--- config.mk ---
export PLATFORM = sky130hd
export DESIGN_NAME = anc_pkt_fmt
export DESIGN_NICKNAME = d
export VERILOG_FILES = /design/src/rtl/anc_pkg.sv /design/src/rtl/anc_udw_sel.sv /design/src/rtl/anc_cksum.sv /design/src/rtl/anc_pkt_fmt.sv
export SDC_FILE = /design/constraint.sdc
export NUM_CORES = 1
export LEC_CHECK = 0
export BUFFER_PORTS_ARGS = -buffer_cell sky130_fd_sc_hd__clkbuf_2
export CAP_MARGIN = 10
export CORE_MARGIN = 2
export CORE_UTILIZATION = 50
export DETAILED_ROUTE_END_ITERATION = 7
export PLACE_DENSITY = 0.85
export SYNTH_ARGS = -nofsm -noshare
export SYNTH_HDL_FRONTEND = slang
export SYNTH_SLANG_ARGS = --single-unit
--- constraint.sdc ---
create_clock -name clk -period 5.4 [get_ports clk]
set_input_delay 1.08 -clock clk [delete_from_list [all_inputs] [get_ports clk]]
set_output_delay 1.08 -clock clk [all_outputs]
set_load 0.02 [all_outputs]
--- src/rtl/anc_pkg.sv ---
package anc_pkg;
  localparam int WORD_W = 10;
  localparam int BYTE_W = 8;
  localparam int SUM_W  = 7;
  localparam int HDR_N  = 6;

  localparam logic [WORD_W-1:0] FLAG0_W = 10'h000;
  localparam logic [WORD_W-1:0] FLAG1_W = 10'h3FF;
  localparam logic [WORD_W-1:0] ID_W    = 10'h140;
  localparam logic [WORD_W-1:0] PAD_W   = 10'h200;

  // Even parity over bits 8:0, inverted copy in bit 9
  function automatic logic [WORD_W-1:0] prot_word(input logic [BYTE_W-1:0] p);
    logic par;
    par = ^p;
    return {~par, par, p};
  endfunction
endpackage

--- src/rtl/anc_udw_sel.sv ---
module anc_udw_sel
  import anc_pkg::*;
#(
  parameter int NB = 4
) (
  input  logic [NB*BYTE_W-1:0] raw,
  input  logic                 four,
  input  logic                 split,
  input  logic [2:0]           k,
  output logic [WORD_W-1:0]    udw
);
  localparam int IW = $clog2(NB);

  logic [BYTE_W-1:0] b [NB];
  for (genvar g = 0; g < NB; g++) begin : g_slice
    assign b[g] = raw[g*BYTE_W +: BYTE_W];
  end

  logic [IW-1:0] nib_idx;
  logic [IW-1:0] byte_idx;
  logic [3:0]    nib;
  logic [2:0]    nbytes;

  always_comb begin
    nbytes   = four ? 3'd4 : 3'd2;
    nib_idx  = IW'(k >> 1);
    byte_idx = IW'(k);
    nib      = k[0] ? b[nib_idx][7:4] : b[nib_idx][3:0];
    if (split)
      udw = {4'b0000, nib, 2'b00};
    else if (k < nbytes)
      udw = {b[byte_idx], 2'b00};
    else
      udw = PAD_W;
  end
endmodule

--- src/rtl/anc_cksum.sv ---
module anc_cksum
  import anc_pkg::*;
(
  input  logic              clk,
  input  logic              rst_n,
  input  logic              clr,
  input  logic              en,
  input  logic [WORD_W-1:0] din,
  output logic [SUM_W-1:0]  sum
);
  always_ff @(posedge clk) begin
    if (!rst_n)   sum <= '0;
    else if (clr) sum <= '0;
    else if (en)  sum <= sum + din[8:2];
  end
endmodule

--- src/rtl/anc_pkt_fmt.sv ---
module anc_pkt_fmt
  import anc_pkg::*;
#(
  parameter int NB = 4
) (
  input  logic               clk,
  input  logic               rst_n,
  input  logic               start,
  input  logic [31:0]        raw_bytes,
  input  logic               four_bytes,
  input  logic               dbl_rate,
  input  logic               even_fld,
  input  logic [3:0]         line_code,
  input  logic               split_nib,
  input  logic               out_ready,
  output logic               out_valid,
  output logic [WORD_W-1:0]  out_word,
  output logic               done
);
  localparam int MAX_UDW = 2 * NB;
  localparam int IDX_W   = $clog2(HDR_N + MAX_UDW + 1);

  logic              busy;
  logic [IDX_W-1:0]  idx;
  logic [31:0]       raw_q;
  logic              four_q, split_q, ef_q, dbl_q;
  logic [3:0]        line_q;
  logic [IDX_W-1:0]  last_idx;
  logic [1:0]        dc;
  logic [WORD_W-1:0] udw;
  logic [SUM_W-1:0]  sum;
  logic [2:0]        k;
  logic              accept, take;

  assign take   = start & ~busy;
  assign accept = busy & out_ready;

  always_comb begin
    if (split_q && four_q) begin
      last_idx = IDX_W'(HDR_N + 8);
      dc       = 2'd2;
    end else begin
      last_idx = IDX_W'(HDR_N + 4);
      dc       = 2'd1;
    end
  end

  assign k = 3'(idx - IDX_W'(HDR_N));

  anc_udw_sel #(.NB(NB)) u_sel (
    .raw   (raw_q[NB*BYTE_W-1:0]),
    .four  (four_q),
    .split (split_q),
    .k     (k),
    .udw   (udw)
  );

  anc_cksum u_ck (
    .clk   (clk),
    .rst_n (rst_n),
    .clr   (take),
    .en    (accept && idx >= IDX_W'(3) && idx != last_idx),
    .din   (out_word),
    .sum   (sum)
  );

  always_comb begin
    case (idx)
      IDX_W'(0): out_word = FLAG0_W;
      IDX_W'(1),
      IDX_W'(2): out_word = FLAG1_W;
      IDX_W'(3): out_word = ID_W;
      IDX_W'(4): out_word = prot_word({ef_q, dbl_q, line_q, 2'b00});
      IDX_W'(5): out_word = prot_word({4'b0000, dc, 2'b00});
      default:   out_word = (idx == last_idx) ? {~sum[6], sum, 2'b00} : udw;
    endcase
  end

  assign out_valid = busy;

  always_ff @(posedge clk) begin
    if (!rst_n) begin
      busy    <= 1'b0;
      idx     <= '0;
      done    <= 1'b0;
      raw_q   <= '0;
      four_q  <= 1'b0;
      split_q <= 1'b0;
      ef_q    <= 1'b0;
      dbl_q   <= 1'b0;
      line_q  <= '0;
    end else begin
      done <= 1'b0;
      if (take) begin
        busy    <= 1'b1;
        idx     <= '0;
        raw_q   <= raw_bytes;
        four_q  <= four_bytes;
        split_q <= split_nib;
        ef_q    <= even_fld;
        dbl_q   <= dbl_rate;
        line_q  <= line_code;
      end else if (accept) begin
        if (idx == last_idx) begin
          busy <= 1'b0;
          done <= 1'b1;
        end else begin
          idx <= idx + 1'b1;
        end
      end
    end
  end
endmodule

# ---- Yosys cells after proc, flatten, opt, wreduce, memory -nomap -nowiden
# Index checks and enable logic that the tools add are counted.
dict set report word_totals {
  output_inout_bits 12
  elab_cells 66
  mem_bits_rw 0
  inputBits 44
  reg_bits 53
  mem_count 0
  romBits 0
  latch_bits 0
}
dict set report op_classes {
  n_mux 18
  n_bitwise 11
  n_reduce_logical 13
  magnitude_cmp 4
  n_eq_ne 7
  multipliers 0
  n_shift 0
  n_addsub 3
  div 0
}
# operator n
set ops {}
lappend ops {{$pmux 10 s5} 1}
lappend ops {{$bmux 8 s2} 2}
lappend ops {{$mux 8} 4}
lappend ops {{$mux 10} 3}
lappend ops {{$reduce_xor 8->1} 2}
lappend ops {{$eq 4x2->1 const B} 2}
lappend ops {{$eq 4x3->1 const B} 2}
lappend ops {{$add 7x7->7} 1}
lappend ops {{$not 1->1} 7}
lappend ops {{$ge 3x3->1 const B} 2}
lappend ops {{$mux 3} 2}
lappend ops {{$not 2->3} 2}
lappend ops {{$add 4x1->4 const B} 1}
lappend ops {{$eq 4x1->1 const B} 1}
lappend ops {{$eq 4x4->1} 1}
lappend ops {{$ge 4x2->1 const B} 1}
lappend ops {{$logic_not 4->1} 1}
lappend ops {{$mux 1} 4}
lappend ops {{$mux 4} 1}
lappend ops {{$ne 4x4->1} 1}
lappend ops {{$reduce_and 2->1} 2}
lappend ops {{$reduce_bool 2->1} 2}
lappend ops {{$reduce_or 2->1} 2}
lappend ops {{$logic_and 1x1->1} 3}
lappend ops {{other kinds (5)} 6}

# ---- Depth between registers and ports, before layout
# Gate-level depths: netlist (run 1).
dict set report depth {
  depth_word 10
  mapped_depth 17
  depth_no_buf 15
}

# ---- Hierarchy
# A second synthesis (run 1) with hierarchy kept.
dict set report unflattened {
  hier_cells 378
  hier_area_um2 3278.1
}
# mod seq_area_each_um2 instances area_each_um2 cells_per_inst
set by_module_without_submodules {}
lappend by_module_without_submodules {anc_pkt_fmt 920.9 1 2157.1 256}
lappend by_module_without_submodules {anc_udw_sel 0.0 1 601.8 64}
lappend by_module_without_submodules {anc_cksum 140.1 1 519.2 58}

# ---- Worst setup path before layout (run 1)
# OpenSTA, ideal clock, no wires.
dict set report synth_timing {
  kind {reg-to-reg}
  startpoint {register idx[1]}
  endpoint {register u_ck.sum[6]}
  setup_time_ps 67
  path_stages_with_launch 15
  n_path_buf 3
  t_required_ps 5333
  synth_period_minus_slack_ps 4195
  slack_ps 1205
  arrival_time_ps 4128
  cell_sequence {dfxtp_1 buf_4 buf_2 inv_1 ha_1 clkdlybuf4s18_2 o31a_1 o31ai_1 ha_1 a21o_1 a21oi_1 o21ai_0 or4b_4 a211o_1 o21ai_2}
}
dict set report synth_via {
  elab_chain_len 10
  elab_cells_between_ends 28
  cone_classes {add/sub (2); order compare (2); eq/ne (7); mux (11); bitwise (2); reduce/logical (4)}
}
# element line
set synth_rtl {}
lappend synth_rtl {{start: declaration} anc_pkt_fmt.sv:24} ;# logic [IDX_W-1:0] idx;
lappend synth_rtl {{start signal: assignment} anc_pkt_fmt.sv:108} ;# idx <= idx + 1'b1;
lappend synth_rtl {{$sub 3x3->3} anc_pkt_fmt.sv:48} ;# assign k = 3'(idx - IDX_W'(HDR_N));
lappend synth_rtl {{$not 2->3, on equally long branches} {anc_udw_sel.sv:32, anc_udw_sel.sv:28}}
lappend synth_rtl {{$bmux 8 s2, on equally long branches} {anc_udw_sel.sv:32, anc_udw_sel.sv:28}}
lappend synth_rtl {{$mux 8, on equally long branches (2 in series)} {anc_udw_sel.sv:32, anc_udw_sel.sv:28}}
lappend synth_rtl {{$mux 10 / $mux 4 (equally long branches)} {anc_udw_sel.sv:31, anc_udw_sel.sv:28}}
lappend synth_rtl {{$mux 10} anc_udw_sel.sv:29} ;# if (split)
lappend synth_rtl {{$mux 10} anc_pkt_fmt.sv:75} ;# default: out_word = (idx == last_idx) ? {~sum[6], sum, 2'b00} : udw;
lappend synth_rtl {{$pmux 10 s5 *} anc_pkt_fmt.sv:68} ;# case (idx)
lappend synth_rtl {{named net out_word[4]} anc_pkt_fmt.sv:17} ;# output logic [WORD_W-1:0] out_word,
lappend synth_rtl {{$add 7x7->7 *} anc_cksum.sv:14} ;# else if (en) sum <= sum + din[8:2];
lappend synth_rtl {{end signal: assignment} anc_cksum.sv:14}
lappend synth_rtl {{end: declaration} anc_cksum.sv:9} ;# output logic [SUM_W-1:0] sum
# The timed path passes the listed nets; every way through them passes the cells marked *. The select of a mux whose other input is x is not followed.
# A chain may end at the register's enable or synchronous reset.

# ---- Worst setup path after layout (run 1)
dict set report layout_timing {
  startpoint {register idx[0]}
  endpoint {register u_ck.sum[6]}
}
dict set report layout_via {
  elab_chain_len 10
  elab_cells_between_ends 28
  cone_classes {add/sub (2); order compare (2); eq/ne (7); mux (11); bitwise (2); reduce/logical (4)}
}
# element line
set layout_rtl {}
lappend layout_rtl {{$sub 3x3->3} anc_pkt_fmt.sv:48}
lappend layout_rtl {{$not 2->3, on equally long branches} {anc_udw_sel.sv:32, anc_udw_sel.sv:28}}
lappend layout_rtl {{$bmux 8 s2, on equally long branches} {anc_udw_sel.sv:32, anc_udw_sel.sv:28}}
lappend layout_rtl {{$mux 8, on equally long branches (2 in series)} {anc_udw_sel.sv:32, anc_udw_sel.sv:28}}
lappend layout_rtl {{$mux 10 / $mux 4 (equally long branches)} {anc_udw_sel.sv:31, anc_udw_sel.sv:28}}
lappend layout_rtl {{$mux 10} anc_udw_sel.sv:29}
lappend layout_rtl {{$mux 10} anc_pkt_fmt.sv:75}
lappend layout_rtl {{$pmux 10 s5} anc_pkt_fmt.sv:68}
lappend layout_rtl {{$add 7x7->7} anc_cksum.sv:14}
# Several ways; a longest one is shown, not always the timed one. The select of a mux whose other input is x is not followed.

==> metrics, run 1 <==
outcome completed; mux share of post-synthesis cell area between 10% and 20%; endpoint kind of the worst setup timing path flop; biggest area contributors in the synthesized netlist sky130_fd_sc_hd__dfxtp_1, sky130_fd_sc_hd__nand2_1, sky130_fd_sc_hd__mux4_2; clock sinks 53; count of instances resized after the clock tree is built 0; Mapped Area between 3000 and 4000 µm²; top fanout value on the critical path 15; top library cells by usage in the layout, fill and taps aside sky130_fd_sc_hd__nand2_1, sky130_fd_sc_hd__clkbuf_2, sky130_fd_sc_hd__dfxtp_1, sky130_fd_sc_hd__a21boi_1, sky130_fd_sc_hd__a21boi_0; clock latency reported for the late side of the worst-skew pair around 0.31 ns; number of placement rows 28; shortest clock period the worst path allows after layout between 4 and 5 ns; total gr overflow 0; type of the worst setup path flop to flop; power per standard cell area 236.9 nW/µm²; area of placed instances approximately 3400 µm²; routed vias/inst between 5 and 6; wire length of the first global-routing pass about 12 mm; DRT antenna net count 0; number of nets produced by synthesis slightly above 400; share of the synthesized area in compound gates (AO/OA/AOI/OAI) between 20% and 30%; arrival time reported for the critical path endpoint roughly 4.6 ns; Starting DRT DRC Count between 150 and 200; clock tree from TritonCTS done; Post CTS Setup Buffer Count 0; fill cell count 556; global placement routability congestion a little over 0.9; Avg WL per Cell 14.72 µm; post-CTS clock slew at the launch and capture registers of the worst setup and hold paths about 0.10 ns; final net count roughly 450; Final Slew Violations 0; number of buffer cells added on primary ports between 50 and 60; highest ir drop seen on vdd between 150 and 200 µV; post-layout power ~840 µW; leading register cell type out of synthesis sky130_fd_sc_hd__dfxtp_1; maximum clock skew at final layout 0.004423 ns; post-synthesis share of cell area spent on full adders, half adders and majority gates 5.390%; startpoint class of the critical path flop; die footprint between 6000 and 7000 µm²; Worst EP required 5.65 ns; number of register bits inferred by synthesis 53; Num CTS Buffers 5; unique cell type count in the Yosys netlist 52; final critical-path share of the clock period 80.67%; largest net degree at the start of global routing 45; warning count from the yosys run 0; number of antenna violations at the first check in global routing 0; vias in the first global route around 2600; xor-xnor portion of the synthesized cell area 3.210%; Static Leak roughly 1.4 nW; TritonRoute pass-1 iters 6; Seq. cell area between 1000 and 1500 µm²; width of the chip between 80 and 90 µm; # IOs between 50 and 60; Yosys top cell area share roughly 34%; dominant combinational cell family by area after synthesis compound AO/OA/AOI/OAI gates; most common cell after layout, fill and taps aside sky130_fd_sc_hd__nand2_1; DRC 0; routed vias 2648; Post-CTS Hold Buffers 0; share of flip-flops with an asynchronous set or reset after synthesis 0%; TNS Setup 0 ns; combined global-route utilization of all metal layers approximately a fifth; clk root buf sky130_fd_sc_hd__clkbuf_8; area used by multi-input combinational logic 1933 µm²; hold violation total from the final report 0; height of the die 83.46 µm; synthesized area per cell between 8 and 9 µm²; setup repair after global routing missed its margin no; Antenna Cells 0; highest clock rate 0.2295 GHz; Layout Cell Area excl Fill 3532 µm²; sequential cell area fraction in the yosys report about a third; initial cell density of the core roughly 52%; wirelength, routed approximately 7 mm; biggest area consumer among synthesized cells sky130_fd_sc_hd__dfxtp_1; Hold Path Class flop to flop; number of enable-type register cells in the synthesized netlist 0; Area growth, synth to finish 11.89%; Simple-Gate Fraction of Synth Area approximately 17%; Post-DP HPWL roughly 5.3 mm; depth of the CTS H-tree 2; layout cell share with drive strength beyond 1 about 23%; area of the core region approximately 6000 µm²; max-cap violation count 0; Bufs on Longest Clock Path 2; relative max-transition margin 44.77%; actual slew at the worst max-slew pin 0.8240 ns; Finish-stage setup viols 0; cell count after synthesis 357
[state kept, by name, indices dropped and copies added, names as in the netlist]
name and flops:
u_ck.sum 7, ef_q 1, split_q 1, done 1, dbl_q 1, out_valid 1, idx 4, four_q 1
raw_q 32, line_q 4
[synth_stat cells, drive strengths merged (2+ instances only)]
| cell type | instances |
|---|---|
| mux2i | 4 |
| o21ai | 5 |
| nor2b | 3 |
| dfxtp | 53 |
| nor3 | 4 |
| a21boi | 40 |
| a21o | 4 |
| mux4 | 16 |
| a22oi | 2 |
| nand2 | 98 |
| inv | 8 |
| nor2 | 16 |
| o211ai | 2 |
| mux2 | 3 |
| nand2b | 4 |
| o31ai | 3 |
| xnor2 | 8 |
| a221oi | 3 |
| a211oi | 6 |
| ha | 12 |
| a31oi | 2 |
| nand3 | 4 |
| buf | 8 |
| clkbuf | 16 |
| a21oi | 14 |
[routing by layer]
| metal | wire, µm | global-route usage [%] |
|---|---|---|
| met1 | 3280 | 28.70 |
| met2 | 3307 | 34.53 |
| met3 | 297 | 3.363 |
| met5 | 0 | 0 |
| met4 | 76 | 4.839 |
[area by class of cell]
cell class	count	area share, %
Multi-Input combinational cell	271	54.73
Sequential cell	53	30.04
Timing Repair Buffer	58	8.431
Tap cell	75	2.657
Clock buffer	5	1.948
Clock inverter	3	1.346
Inverter	8	0.8502
[worst max-delay path, stage by stage (launching register included)]
cell and delay, ns:
sky130_fd_sc_hd__dfxtp_1 0.71, sky130_fd_sc_hd__inv_1 0.26, sky130_fd_sc_hd__ha_1 0.32, sky130_fd_sc_hd__nand2_1 0.13, sky130_fd_sc_hd__a21o_1 0.28, sky130_fd_sc_hd__nand4_1 0.17, sky130_fd_sc_hd__o2111ai_1 0.17, sky130_fd_sc_hd__o211ai_1 0.17
sky130_fd_sc_hd__ha_1 0.24, sky130_fd_sc_hd__fa_1 0.40, sky130_fd_sc_hd__a21o_1 0.18, sky130_fd_sc_hd__a21oi_1 0.20, sky130_fd_sc_hd__o21ai_0 0.17, sky130_fd_sc_hd__or4b_4 0.54, sky130_fd_sc_hd__a211o_1 0.31, sky130_fd_sc_hd__o21ai_2 0.06
[cells by family after synthesis]
group           Yosys count
fa+ha+maj                13
flops                    53
mux                      23
xor+xnor                 10
buf+inv                  33
simple gates            133
compound gates           92
[worst paths after layout]
path	startpoint	cells after the start	slack, ns	end
max	idx[0]	15	1.04	u_ck.sum[6]
min	raw_q[30]	2	0.48	raw_q[30]
max reg2reg	idx[0]	15	1.04	u_ck.sum[6]
min reg2reg	raw_q[30]	2	0.48	raw_q[30]
[power by group]
part,total [mW],internal [mW],switching [mW]
registers,0.428,0.409,0.0189
clock network,0.284,0.142,0.143
logic,0.125,0.0590,0.0659
[per-stage QoR]
step | hold WS [ns] | instances | util [%] | setup slack [ns]
5_1_grt | 0.5043 | 473 | 58.62 | 0.8125
3_5_place_dp | 0.4645 | 465 | 56.69 | 1.123
4_1_cts | 0.4794 | 473 | 58.62 | 1.111
6_report | 0.4817 | 473 | 58.62 | 1.044
2_1_floorplan | 0.4401 | 357 | - | 1.205
3_3_place_gp | 0.4578 | 465 | 56.69 | 1.354
(Power assumes the default switching activity.)
==> run 2: changes to the inputs <==
--- a/config.mk
+++ b/config.mk
@@ -10,7 +10,7 @@
 export CORE_MARGIN = 2
 export CORE_UTILIZATION = 50
 export DETAILED_ROUTE_END_ITERATION = 7
-export PLACE_DENSITY = 0.85
+export PLACE_DENSITY = 0.87
 export SYNTH_ARGS = -nofsm -noshare
 export SYNTH_HDL_FRONTEND = slang
 export SYNTH_SLANG_ARGS = --single-unit
==> constraint.sdc (replaced) <==
create_clock -name clk -period 3.9 [get_ports clk]
set_input_delay 0.78 -clock clk [delete_from_list [all_inputs] [get_ports clk]]
set_output_delay 0.78 -clock clk [all_outputs]
set_load 0.02 [all_outputs]
==> run 2 against run 1 <==
Clock skew is essentially flat. Flip-flop and latch count is the same. Global-route usage grew 1.6 points. Power grew 36%. Via count grew 6.2%. Sequential power grew 38%. Critical path type unchanged. Largest power group unchanged.
==> metrics, run 2 (same netlist as run 1, synthesis figures left out) <==
outcome completed; Avg WL per Cell 15.62 µm; met2 routed wirelength approximately 3.7 mm; clock tree from TritonCTS done; DRC 0; largest registers raw_q x32, u_ck.sum x7; Hold EP raw_q[30]; maximum clock skew at final layout 0.004630 ns; TritonRoute pass-1 iters 4; Starting DRT DRC Count ~270; worst hold path depth 2; depth of the CTS H-tree 2; top library cells by usage in the layout, fill and taps aside sky130_fd_sc_hd__nand2_1, sky130_fd_sc_hd__clkbuf_2, sky130_fd_sc_hd__dfxtp_1, sky130_fd_sc_hd__a21boi_1, sky130_fd_sc_hd__a21boi_0; number of buffer cells added on primary ports 55; DRT antenna net count 0; wire length on met1 roughly 3.2 mm; startpoint class of the critical path flop; highest ir drop seen on vdd 212.4 µV; final critical-path share of the clock period 95.92%; Final Slew Violations 0; final net count between 400 and 500; routed vias/inst between 5 and 6; setup slack of the worst register-to-register path roughly 0.16 ns; hold path startpoint raw_q[30]; routed vias 2813; flip-flop count of the largest register after layout 32; Worst EP required 4.14 ns; clk root buf sky130_fd_sc_hd__clkbuf_8; Bufs on Longest Clock Path 2; combined global-route utilization of all metal layers ~22%; R2R depth 14; Post CTS Setup Buffer Count 0; highest clock rate 0.2673 GHz; initial cell density of the core around 52%; routed wire length on met3 388 µm; Post-CTS Hold Buffers 0; Area growth, synth to finish 15.70%; hold violation total from the final report 0; actual slew at the worst max-slew pin between 0.6 and 0.7 ns; Post-DP HPWL approximately 5.8 mm; worst reg2reg path startpoint idx[1]; endpoint kind of the worst setup timing path flop; Layout Cell Area excl Fill between 3000 and 4000 µm²; layout cell share with drive strength beyond 1 around 26%; height of the die between 80 and 90 µm; area of placed instances 3527 µm²; post-CTS clock slew at the launch and capture registers of the worst setup and hold paths roughly 0.09 ns; Num CTS Buffers 5; die footprint between 6000 and 7000 µm²; type of the worst setup path flop to flop; cells traversed along the worst timing path ha_1, buf_6, mux4_2, mux2_2, a221oi_2, buf_4, o31ai_4, ha_1, a21o_1, a21oi_2, o21ai_1, or4b_4, a211o_1, o21ai_2; Reg with most FFs raw_q; number of placement rows 28; max incr delay on CP ~0.53 ns; Finish-stage setup viols 0; clock sinks 53; largest net degree at the start of global routing 45; max-cap violation count 0; width of the chip between 80 and 90 µm; endpoint of the worst register-to-register path u_ck.sum[6]; top fanout value on the critical path 8; wirelength, routed 7.559 mm; non-filler instance count after layout 484; arrival time reported for the critical path endpoint approximately 4.0 ns; # IOs 56; total gr overflow 0; relative max-transition margin a little under three fifths; clock latency reported for the late side of the worst-skew pair 0.30 ns; Static Leak 1.487 nW; global placement routability congestion between 0.9 and 1; number of antenna violations at the first check in global routing 0; CP max stage cell sky130_fd_sc_hd__or4b_4; vias in the first global route between 2000 and 3000; power per standard cell area roughly 310 nW/µm²; wire length of the first global-routing pass between 10 and 15 mm; top routing layer used met4; number of placed cells counting well taps 477; most prevalent standard cell on the critical path sky130_fd_sc_hd__ha_1; shortest clock period the worst path allows after layout ~3.7 ns; Hold Path Class flop to flop; Antenna Cells 0; area of the core region approximately 6000 µm²; most common cell after layout, fill and taps aside sky130_fd_sc_hd__nand2_1
run 2: cell type report:
cell class              instances  area [µm²]
clock buffers                   5       68.82
clock inverters                 2       38.79
fillers                       525        2374
inverters                       8       30.03
multi-input cells             271        1964
flip-flops and latches         53        1061
well taps                      75       93.84
repair buffers                 70       395.4
run 2: metal layers:
layer / vias to the layer above / GRT usage, %
li1: 1361 / -
met1: 1324 / 27.55
met2: 98 / 37.83
met3: 30 / 4.748
met4: 0 / 10.12
met5: - / 0
run 2: worst max-delay path by stage:
stage,from,to,slack (ns),cells past startpoint
after detailed placement,idx[1],u_ck.sum[6],0.04,14
after global routing,idx[1],u_ck.sum[6],-0.02,14
final,idx[1],u_ck.sum[6],0.16,14
after floorplan,idx[1],u_ck.sum[6],0.02,15
after global placement,idx[1],u_ck.sum[6],0.21,13
after CTS,idx[1],u_ck.sum[6],0.05,14
run 2: repair_timing:
| action | CTS | global route |
|---|---|---|
| pin swaps | 0 | 0 |
| resized for setup | 1 | 4 |
| setup endpoints to repair | 1 | 1 |
run 2: where the power goes:
| group | total [mW] | internal (mW) | switching (mW) |
|---|---|---|---|
| clock network | 0.367 | 0.190 | 0.177 |
| logic | 0.186 | 0.0871 | 0.0993 |
| registers | 0.589 | 0.566 | 0.0233 |
run 2: metrics by stage:
step                      setup WS (ns)  TNS (ns)  hold slack (ns)  total power [mW]  util [%]
after detailed placement        0.03567         0           0.4664            0.7865     58.53
after global placement           0.2122         0           0.4571            0.7786     58.53
final                            0.1591         0           0.4790             1.142     60.61
after CTS                       0.04956         0           0.4797             1.150     60.38
after global routing           -0.01589  -0.01589           0.5063             1.199     60.61
after floorplan                 0.02126         0           0.4401            0.7206         -
run 2: worst max-delay path: cells and delay by family (launching register included):
kind	cells	cell delay, ns
adders and majority gates	2	0.69
muxes	2	0.57
and+or+nand+nor	1	0.53
DFF	1	0.35
AOI/OAI and AO/OA	7	1.19
buffers and inverters	2	0.33
==> run 3: changes to the inputs <==
--- a/config.mk
+++ b/config.mk
@@ -8,9 +8,9 @@
 export BUFFER_PORTS_ARGS = -buffer_cell sky130_fd_sc_hd__clkbuf_2
 export CAP_MARGIN = 10
 export CORE_MARGIN = 2
-export CORE_UTILIZATION = 50
+export CORE_UTILIZATION = 51
 export DETAILED_ROUTE_END_ITERATION = 7
-export PLACE_DENSITY = 0.87
+export PLACE_DENSITY = 0.89
 export SYNTH_ARGS = -nofsm -noshare
 export SYNTH_HDL_FRONTEND = slang
 export SYNTH_SLANG_ARGS = --single-unit
==> run 3 against run 2 <==
Largest cell class unchanged. Register-to-register slack lost 0.05 ns. Non-clock buffer count shrank 2. Clock skew is 0.00081 ns higher. Highest routed layer unchanged.
==> metrics, run 3 (same netlist as run 1, synthesis figures left out) <==
outcome completed; routed vias between 2000 and 3000; hold violation total from the final report 0; max-cap violation count 0; layout cell share with drive strength beyond 1 25.74%; Bufs on Longest Clock Path 2; combined global-route utilization of all metal layers 24.29%; maximum clock skew at final layout approximately 0.0054 ns; depth of the CTS H-tree 2; Avg WL per Cell approximately 17 µm; Area growth, synth to finish 15.38%; endpoint kind of the worst setup timing path flop; clk root buf sky130_fd_sc_hd__clkbuf_8; highest clock rate ~0.26 GHz; wire length of the first global-routing pass ~13 mm; TritonRoute pass-1 iters 4; width of the chip 82.68 µm; height of the die just over 80 µm; actual slew at the worst max-slew pin 0.6555 ns; Post-DP HPWL roughly 5.9 mm; post-CTS clock slew at the launch and capture registers of the worst setup and hold paths ~0.1 ns; total gr overflow 0; # IOs 56; power per standard cell area around 320 nW/µm²; number of buffer cells added on primary ports between 50 and 60; Antenna Cells 0; highest ir drop seen on vdd approximately 250 µV; post-layout power between 1 and 1.5 mW; global placement routability congestion 0.9356; final critical-path share of the clock period 97.15%; clock tree from TritonCTS done; Final Slew Violations 0; largest registers raw_q x32, u_ck.sum x7; count of instances resized after the clock tree is built 0; type of the worst setup path flop to flop; Finish-stage setup viols 0; area of placed instances 3512 µm²; Post CTS Setup Buffer Count 0; wirelength, routed approximately 8.0 mm; vias in the first global route 2653; Post-CTS Hold Buffers 0; largest net degree at the start of global routing 45; clock latency reported for the late side of the worst-skew pair between 0.3 and 0.4 ns; Num CTS Buffers 5; Reg with most FFs raw_q; flip-flop count of the largest register after layout 32; arrival time reported for the critical path endpoint about 4 ns; TNS Setup 0 ns; Hold Path Class flop to flop; startpoint class of the critical path flop; clock sinks 53; number of placement rows 28; worst hold slack 0.4811 ns; final net count 464; Starting DRT DRC Count roughly 230; die footprint roughly 6800 µm²; shortest clock period the worst path allows after layout approximately 3.8 ns; top library cells by usage in the layout, fill and taps aside sky130_fd_sc_hd__nand2_1, sky130_fd_sc_hd__clkbuf_2, sky130_fd_sc_hd__dfxtp_1, sky130_fd_sc_hd__a21boi_1, sky130_fd_sc_hd__a21boi_0; Worst EP required approximately 4.2 ns; Layout Cell Area excl Fill roughly 3600 µm²; initial cell density of the core around 53%; top fanout value on the critical path 13; routed vias/inst 5.876; area of the core region 5956 µm²; relative max-transition margin a little under three fifths; DRC 0; Static Leak 1.477 nW; number of antenna violations at the first check in global routing 0; most common cell after layout, fill and taps aside sky130_fd_sc_hd__nand2_1; DRT antenna net count 0
==> run 3: stage by stage <==
step / util, % / std cells / setup WS (ns)
after floorplan: - / 357 / 0.02126
after detailed placement: 58.97 / 475 / 0.1156
after CTS: 60.92 / 483 / 0.07796
after global placement: 58.97 / 475 / 0.2361
final: 61.16 / 483 / 0.1112
after global routing: 61.16 / 483 / -0.03446
==> run 3: power breakdown <==
part	internal (mW)	switching [mW]	total (mW)	leakage (nW)
combinational	0.0859	0.102	0.188	0.984
clock	0.196	0.195	0.391	0.0591
sequential	0.566	0.0252	0.591	0.433
total	0.848	0.323	1.17	1.48
==> run 3: final timing paths <==
| check | endpoint | slack (ns) | cells after the start | from |
|---|---|---|---|---|
| worst max-delay path | u_ck.sum[6] | 0.11 | 12 | idx[1] |
| worst min-delay path | raw_q[24] | 0.48 | 2 | raw_q[24] |
| worst max register to register | u_ck.sum[6] | 0.11 | 12 | idx[1] |
| worst min register to register | raw_q[24] | 0.48 | 2 | raw_q[24] |
==> run 3: area by class of cell <==
type	count	area, µm²
multi-input cells	271	1961
repair buffers	68	380.4
fillers	512	2313
clock inverters	3	47.55
clock buffers	5	68.82
inverters	8	30.03
flip-flops and latches	53	1061
well taps	75	93.84
==> run 3: layer usage <==
| metal | vias up | part of all wire (%) | track usage, % | wire [µm] |
|---|---|---|---|---|
| met2 | 127 | 48 | 40.24 | 3877 |
| li1 | 1354 | - | - | - |
| met4 | 0 | 3.6 | 8.852 | 291 |
| met1 | 1325 | 41 | 32.07 | 3307 |
| met3 | 32 | 6.8 | 3.913 | 543 |
| met5 | - | 0 | 0 | 0 |
==> run 3: critical path, cell delays in order, from the launching register on <==
cell                       delay (ns)
sky130_fd_sc_hd__dfxtp_1         0.39
sky130_fd_sc_hd__buf_6           0.21
sky130_fd_sc_hd__mux4_2          0.52
sky130_fd_sc_hd__mux2_2          0.30
sky130_fd_sc_hd__a221oi_1        0.49
sky130_fd_sc_hd__o31ai_4         0.10
sky130_fd_sc_hd__ha_1            0.34
sky130_fd_sc_hd__a21o_1          0.20
sky130_fd_sc_hd__a21oi_2         0.16
sky130_fd_sc_hd__o21ai_1         0.12
sky130_fd_sc_hd__or4b_4          0.53
sky130_fd_sc_hd__a211o_1         0.32
sky130_fd_sc_hd__o21ai_2         0.05
